File: config.mk
export PLATFORM = sky130hd
export DESIGN_NAME = trb_ring_producer
export DESIGN_NICKNAME = d
export VERILOG_FILES = /design/src/rtl/trb_ring_pkg.sv /design/src/rtl/trb_rst_sync.sv /design/src/rtl/trb_enq_ptr.sv /design/src/rtl/trb_entry_fmt.sv /design/src/rtl/trb_bell.sv /design/src/rtl/trb_ring_producer.sv
export SDC_FILE = /design/constraint.sdc
export NUM_CORES = 1
export LEC_CHECK = 0
export BUFFER_PORTS_ARGS = -buffer_cell sky130_fd_sc_hd__buf_2
export CORE_AREA = 4 4 137 139
export CTS_BUF_LIST = sky130_fd_sc_hd__clkbuf_2
export CTS_CLUSTER_SIZE = 10
export DETAILED_ROUTE_END_ITERATION = 12
export DIE_AREA = 0 0 141 143
export SLEW_MARGIN = 20
export SYNTH_ARGS = -nofsm -noshare
export SYNTH_HDL_FRONTEND = slang
export SYNTH_SLANG_ARGS = --single-unit
File: constraint.sdc
create_clock -name clk -period 9.7 [get_ports clk]
set_clock_uncertainty 0.15 [all_clocks]
set_input_delay 1.94 -clock clk [delete_from_list [all_inputs] [get_ports clk]]
set_output_delay 1.94 -clock clk [all_outputs]
set_load 0.03 [all_outputs]
File: src/rtl/trb_ring_pkg.sv
package trb_ring_pkg;
  localparam int unsigned TRB_W      = 128;
  localparam int unsigned TRB_BYTES  = TRB_W / 8;
  localparam int unsigned CYC_BIT    = 0;
  localparam int unsigned CHAIN_BIT  = 1;
  localparam int unsigned TOGGLE_BIT = 2;
  localparam int unsigned LINK_BIT   = 3;
  localparam int unsigned BODY_LSB   = 4;
  localparam int unsigned PAY_W      = TRB_W - BODY_LSB;

  function automatic int unsigned width_for(input int unsigned n);
    return (n > 1) ? $clog2(n) : 1;
  endfunction
endpackage

File: src/rtl/trb_rst_sync.sv
module trb_rst_sync (
  input  logic clk,
  input  logic rst_n,
  output logic srst_n
);
  logic [1:0] sync_q;
  logic [1:0] sync_d;

  always_comb sync_d = {sync_q[0], 1'b1};

  always_ff @(posedge clk or negedge rst_n) begin
    if (!rst_n) sync_q <= 2'b00;
    else        sync_q <= sync_d;
  end

  assign srst_n = sync_q[1];
endmodule

File: src/rtl/trb_enq_ptr.sv
module trb_enq_ptr #(
  parameter int unsigned NUM_SEGS    = 2,
  parameter int unsigned SEG_ENTRIES = 8,
  parameter int unsigned SEG_W       = 1,
  parameter int unsigned IDX_W       = 3
) (
  input  logic             clk,
  input  logic             rst_n,
  input  logic             adv,
  input  logic [SEG_W-1:0] deq_seg,
  input  logic [IDX_W-1:0] deq_idx,
  output logic [SEG_W-1:0] seg,
  output logic [IDX_W-1:0] idx,
  output logic [SEG_W-1:0] nxt_seg,
  output logic             cyc,
  output logic             at_link,
  output logic             last_seg,
  output logic             blocked,
  output logic             empty
);
  logic [SEG_W-1:0] seg_q, seg_d;
  logic [IDX_W-1:0] idx_q, idx_d, nidx;
  logic             cyc_q, cyc_d;

  always_comb begin
    at_link  = (idx_q == IDX_W'(SEG_ENTRIES - 1));
    last_seg = (seg_q == SEG_W'(NUM_SEGS - 1));
    if (at_link) begin
      nxt_seg = last_seg ? '0 : seg_q + 1'b1;
      nidx    = '0;
    end else begin
      nxt_seg = seg_q;
      nidx    = idx_q + 1'b1;
    end
    blocked = (nxt_seg == deq_seg) && (nidx == deq_idx);
    empty   = (seg_q == deq_seg) && (idx_q == deq_idx);
  end

  always_comb begin
    seg_d = seg_q;
    idx_d = idx_q;
    cyc_d = cyc_q;
    if (adv) begin
      seg_d = nxt_seg;
      idx_d = nidx;
      if (at_link && last_seg) cyc_d = ~cyc_q;
    end
  end

  always_ff @(posedge clk or negedge rst_n) begin
    if (!rst_n) begin
      seg_q <= '0;
      idx_q <= '0;
      cyc_q <= 1'b1;
    end else begin
      seg_q <= seg_d;
      idx_q <= idx_d;
      cyc_q <= cyc_d;
    end
  end

  assign seg = seg_q;
  assign idx = idx_q;
  assign cyc = cyc_q;
endmodule

File: src/rtl/trb_entry_fmt.sv
module trb_entry_fmt
  import trb_ring_pkg::*;
#(
  parameter int unsigned NUM_SEGS = 2,
  parameter int unsigned ADDR_W   = 32,
  parameter int unsigned SEG_W    = 1,
  parameter int unsigned IDX_W    = 3
) (
  input  logic [NUM_SEGS*ADDR_W-1:0] seg_base_flat,
  input  logic [SEG_W-1:0]           seg,
  input  logic [IDX_W-1:0]           idx,
  input  logic [SEG_W-1:0]           nxt_seg,
  input  logic                       cyc,
  input  logic                       at_link,
  input  logic                       last_seg,
  input  logic                       more,
  input  logic [PAY_W-1:0]           payload,
  output logic [ADDR_W-1:0]          addr,
  output logic [TRB_W-1:0]           wdata
);
  localparam int unsigned SHIFT = $clog2(TRB_BYTES);

  logic [ADDR_W-1:0] base_a [NUM_SEGS];

  for (genvar g = 0; g < NUM_SEGS; g++) begin : g_base
    assign base_a[g] = seg_base_flat[g*ADDR_W +: ADDR_W];
  end

  always_comb begin
    addr  = base_a[seg] + ADDR_W'({idx, {SHIFT{1'b0}}});
    wdata = '0;
    wdata[CYC_BIT] = cyc;
    if (at_link) begin
      wdata[LINK_BIT]              = 1'b1;
      wdata[TOGGLE_BIT]            = last_seg;
      wdata[BODY_LSB +: ADDR_W]    = base_a[nxt_seg];
    end else begin
      wdata[CHAIN_BIT]             = more;
      wdata[TRB_W-1:BODY_LSB]      = payload;
    end
  end
endmodule

File: src/rtl/trb_bell.sv
module trb_bell (
  input  logic clk,
  input  logic rst_n,
  input  logic fire,
  output logic pulse
);
  logic pulse_q, pulse_d;

  always_comb pulse_d = fire;

  always_ff @(posedge clk or negedge rst_n) begin
    if (!rst_n) pulse_q <= 1'b0;
    else        pulse_q <= pulse_d;
  end

  assign pulse = pulse_q;
endmodule

File: src/rtl/trb_ring_producer.sv
module trb_ring_producer
  import trb_ring_pkg::*;
#(
  parameter int unsigned NUM_SEGS    = 2,
  parameter int unsigned SEG_ENTRIES = 8,
  parameter int unsigned ADDR_W      = 32,
  localparam int unsigned SEG_W      = width_for(NUM_SEGS),
  localparam int unsigned IDX_W      = width_for(SEG_ENTRIES)
) (
  input  logic                       clk,
  input  logic                       rst_n,
  input  logic [NUM_SEGS*ADDR_W-1:0] seg_base_flat,
  input  logic [SEG_W-1:0]           deq_seg,
  input  logic [IDX_W-1:0]           deq_idx,
  input  logic                       s_valid,
  input  logic                       s_more,
  input  logic [PAY_W-1:0]           s_payload,
  output logic                       s_ready,
  output logic                       mem_we,
  output logic [ADDR_W-1:0]          mem_addr,
  output logic [TRB_W-1:0]           mem_wdata,
  output logic                       ring_full,
  output logic                       ring_empty,
  output logic                       cycle_state,
  output logic                       doorbell
);
  logic             live;
  logic [SEG_W-1:0] seg, nxt_seg;
  logic [IDX_W-1:0] idx;
  logic             at_link, last_seg, blocked, write_en;

  trb_rst_sync u_rst (.clk(clk), .rst_n(rst_n), .srst_n(live));

  trb_enq_ptr #(
    .NUM_SEGS(NUM_SEGS), .SEG_ENTRIES(SEG_ENTRIES), .SEG_W(SEG_W), .IDX_W(IDX_W)
  ) u_ptr (
    .clk(clk), .rst_n(rst_n), .adv(write_en),
    .deq_seg(deq_seg), .deq_idx(deq_idx),
    .seg(seg), .idx(idx), .nxt_seg(nxt_seg), .cyc(cycle_state),
    .at_link(at_link), .last_seg(last_seg), .blocked(blocked), .empty(ring_empty)
  );

  trb_entry_fmt #(
    .NUM_SEGS(NUM_SEGS), .ADDR_W(ADDR_W), .SEG_W(SEG_W), .IDX_W(IDX_W)
  ) u_fmt (
    .seg_base_flat(seg_base_flat), .seg(seg), .idx(idx), .nxt_seg(nxt_seg),
    .cyc(cycle_state), .at_link(at_link), .last_seg(last_seg),
    .more(s_more), .payload(s_payload), .addr(mem_addr), .wdata(mem_wdata)
  );

  always_comb begin
    s_ready  = live && !at_link && !blocked;
    write_en = live && !blocked && (at_link || s_valid);
  end

  trb_bell u_bell (
    .clk(clk), .rst_n(rst_n),
    .fire(write_en && !at_link && !s_more),
    .pulse(doorbell)
  );

  assign mem_we    = write_en;
  assign ring_full = blocked;
endmodule

==> results.json <==
{
  "status": "complete, no violations",
  "first_pass_iters": 4,
  "mostFrequentLayoutCells": "361 x buf_2, 95 x nor2b_1, 53 x mux2i_1",
  "async_reset_ff_share_pct": 100,
  "worstSetupEndpointType": "output port",
  "seq_area_frac_synth_pct": 6.96,
  "rows": 49,
  "fin_tns_setup_ns": 0,
  "yosys_warnings": 0,
  "final_common_cell": "buf_2",
  "grt_max_degree": 86,
  "drc": 0,
  "ant_nets": 0,
  "drive_above_1_share_pct": 53.3,
  "clockRootBuffer": "clkbuf_2",
  "diodes": 0,
  "startpoint": "seg_base_flat[36]",
  "startpoint_type": "input pin",
  "slew_headroom_pct": 42.9,
  "cts.sinks": 8,
  "hold_viol": 0,
  "worst_pin_slew_ns": 0.857,
  "antenna_found_initial": 0,
  "crit_required_ns": 7.61,
  "fmax_ghz": 0.157,
  "clkLatencyLatePin_ns": 0.24,
  "r2r_cells": 9,
  "die_h_um": 143,
  "die_area_sq_mm": 0.0202,
  "cts_buffers": 3,
  "rsz0062_at_grt": "false",
  "htree_levels": 1,
  "arrival_ns": 4.27,
  "vdd_drop_max_mv": 0.149,
  "crit_type": "input pin to output port",
  "postLayoutCoreUtil_pct": 27.7,
  "p_leak_uw": 0.00260,
  "dpl.hpwl_mm": 11.5,
  "grtUsageTotal_pct": 11.7,
  "synth-edff-count": 0,
  "worstReg2RegEnd": "u_ptr.last_seg",
  "r2r_slack_ns": 6.04,
  "clk_pin_slew_ns": 0.09,
  "slew_viol_final": 0,
  "grt_pass1_wl_mm": 19.6,
  "routed_via_density": 4.12,
  "crit_path_end": "mem_addr[20]",
  "syn2layout_area_growth_pct": 69.0,
  "setup_viol_count_final": 0,
  "place.gp.congestion": 0.817,
  "postCtsHoldBufs": 0,
  "port_buffers": 361,
  "cts_tree": "yes",
  "initial_core_util_pct": 16.4,
  "p_per_area_mw_per_mm2": 240,
  "ys_top_cells_by_area": "nor2b_1 21%, mux2i_1 18%, xor2_1 7.6%",
  "maxCapViolCount": 0,
  "min_period_over_period_pct": 65.6,
  "initialDrtViolationCount": 74,
  "r2r-start": "u_ptr.idx[0]",
  "period_needed_ns": 6.36,
  "cts_setup_buffers": 0,
  "ys_types": 51,
  "yosysTopAreaCellShare_pct": 20.5,
  "coreArea_sq_mm": 0.0177,
  "synth_top_area_cell": "nor2b_1",
  "postSynthCellCount": 402,
  "finalNetCount": 942,
  "dpl_cell_area_sq_mm": 0.00487,
  "crit_fanout": 6,
  "final_area_sq_mm": 0.00489,
  "ios": 362,
  "hold_class": "flop to flop",
  "synth_area_sq_mm": 0.00289,
  "grt_pass1_vias": 3763,
  "grt_overflow": 0,
  "mappedNetlistNets": 605,
  "clk_path_buf_depth": 2,
  "totalWireLength_mm": 13.5,
  "num_vias": 3988,
  "wl_per_cell_um": 13.9,
  "avgSynthCellArea_sq_um": 7.20,
  "synth_top_flop_cell": "dfrtp_1",
  "cts_resized": 0,
  "synth_seq_cells": 8,
  "fp.dieW_um": 141
}
[metrics by stage]
stage	std cells	hold WS, ns	worst slack (ns)	power, uW
finish	967	0.237	3.34	1170
global route	967	0.241	3.17	1260
CTS	967	0.238	3.32	1190
detailed placement	963	0.206	3.35	1170
global placement	963	0.184	3.40	1160
floorplan	402	0.181	3.54	878
[Yosys cell counts, types with 2 or more instances]
library cell,count
a21oi_1,41
a22o_1,2
a32oi_1,2
and3_1,5
buf_1,3
buf_2,4
buf_4,4
buf_6,2
clkbuf_1,19
dfrtp_1,7
ha_1,6
mux2_2,7
mux2_4,2
mux2i_1,53
nand2_1,16
nand3_1,13
nand4_1,3
nor2_1,40
nor2_2,2
nor2b_1,95
nor3_1,3
nor3_2,2
nor4b_1,2
o21ai_0,5
xnor2_1,14
xor2_1,25
[registers in the layout, indices dropped and copies added (netlist names)]
signal / flops
u_ptr.cyc: 1
u_bell.pulse: 1
u_ptr.last_seg: 1
u_rst.sync_q: 2
u_ptr.idx: 3
[worst max-delay path: stages]
cell and delay [ns]:
buf_2 0.11, mux2_2 0.26, ha_1 0.22, fa_1 0.40, a21oi_1 0.25, nor2_2 0.11
and3_1 0.31, nand2_1 0.21, a21oi_1 0.08, xnor2_1 0.16, buf_2 0.22
[final cells by class]
class,count,area (sq um)
well taps,229,287
inverters,1,3.75
multi-input cells,361,2550
repair buffers,364,1830
fillers,1938,12800
flip-flops and latches,8,203
clock buffers,4,20.0
[layer usage]
metal	global-route usage, %	vias up	part of all wire [%]
met3	1.57	4	7.0
met4	1.43	0	0.36
li1	-	2036	-
met5	0	-	0
met1	15.2	1775	43
met2	21.1	173	50
[cell families (layout without fill, tap and decap cells)]
logic type	after synthesis	count (layout)	synth area share [%]
mux	62	62	22.1
compound gates	56	56	11.2
fa+ha+maj	7	7	3.29
other cells	1	1	0.130
buf+inv	33	369	5.49
flops	8	8	6.96
simple gates	196	196	39.0
xor+xnor	39	39	11.8
[worst min-delay path by stage]
stage | from | endpoint | cells after the start
floorplan | u_rst.sync_q[0] | u_rst.sync_q[1] | 0
global placement | u_rst.sync_q[0] | u_rst.sync_q[1] | 0
detailed placement | u_rst.sync_q[0] | u_rst.sync_q[1] | 0
CTS | u_rst.sync_q[0] | u_rst.sync_q[1] | 0
global route | u_rst.sync_q[0] | u_rst.sync_q[1] | 0
finish | u_rst.sync_q[0] | u_rst.sync_q[1] | 0
[where the power goes]
group	switching [uW]	leakage [uW]	internal, uW
sequential	24.9	0.0000944	44.6
clock	11.9	0.0000166	11.0
combinational	720	0.00249	363
(Power assumes the default switching activity.)
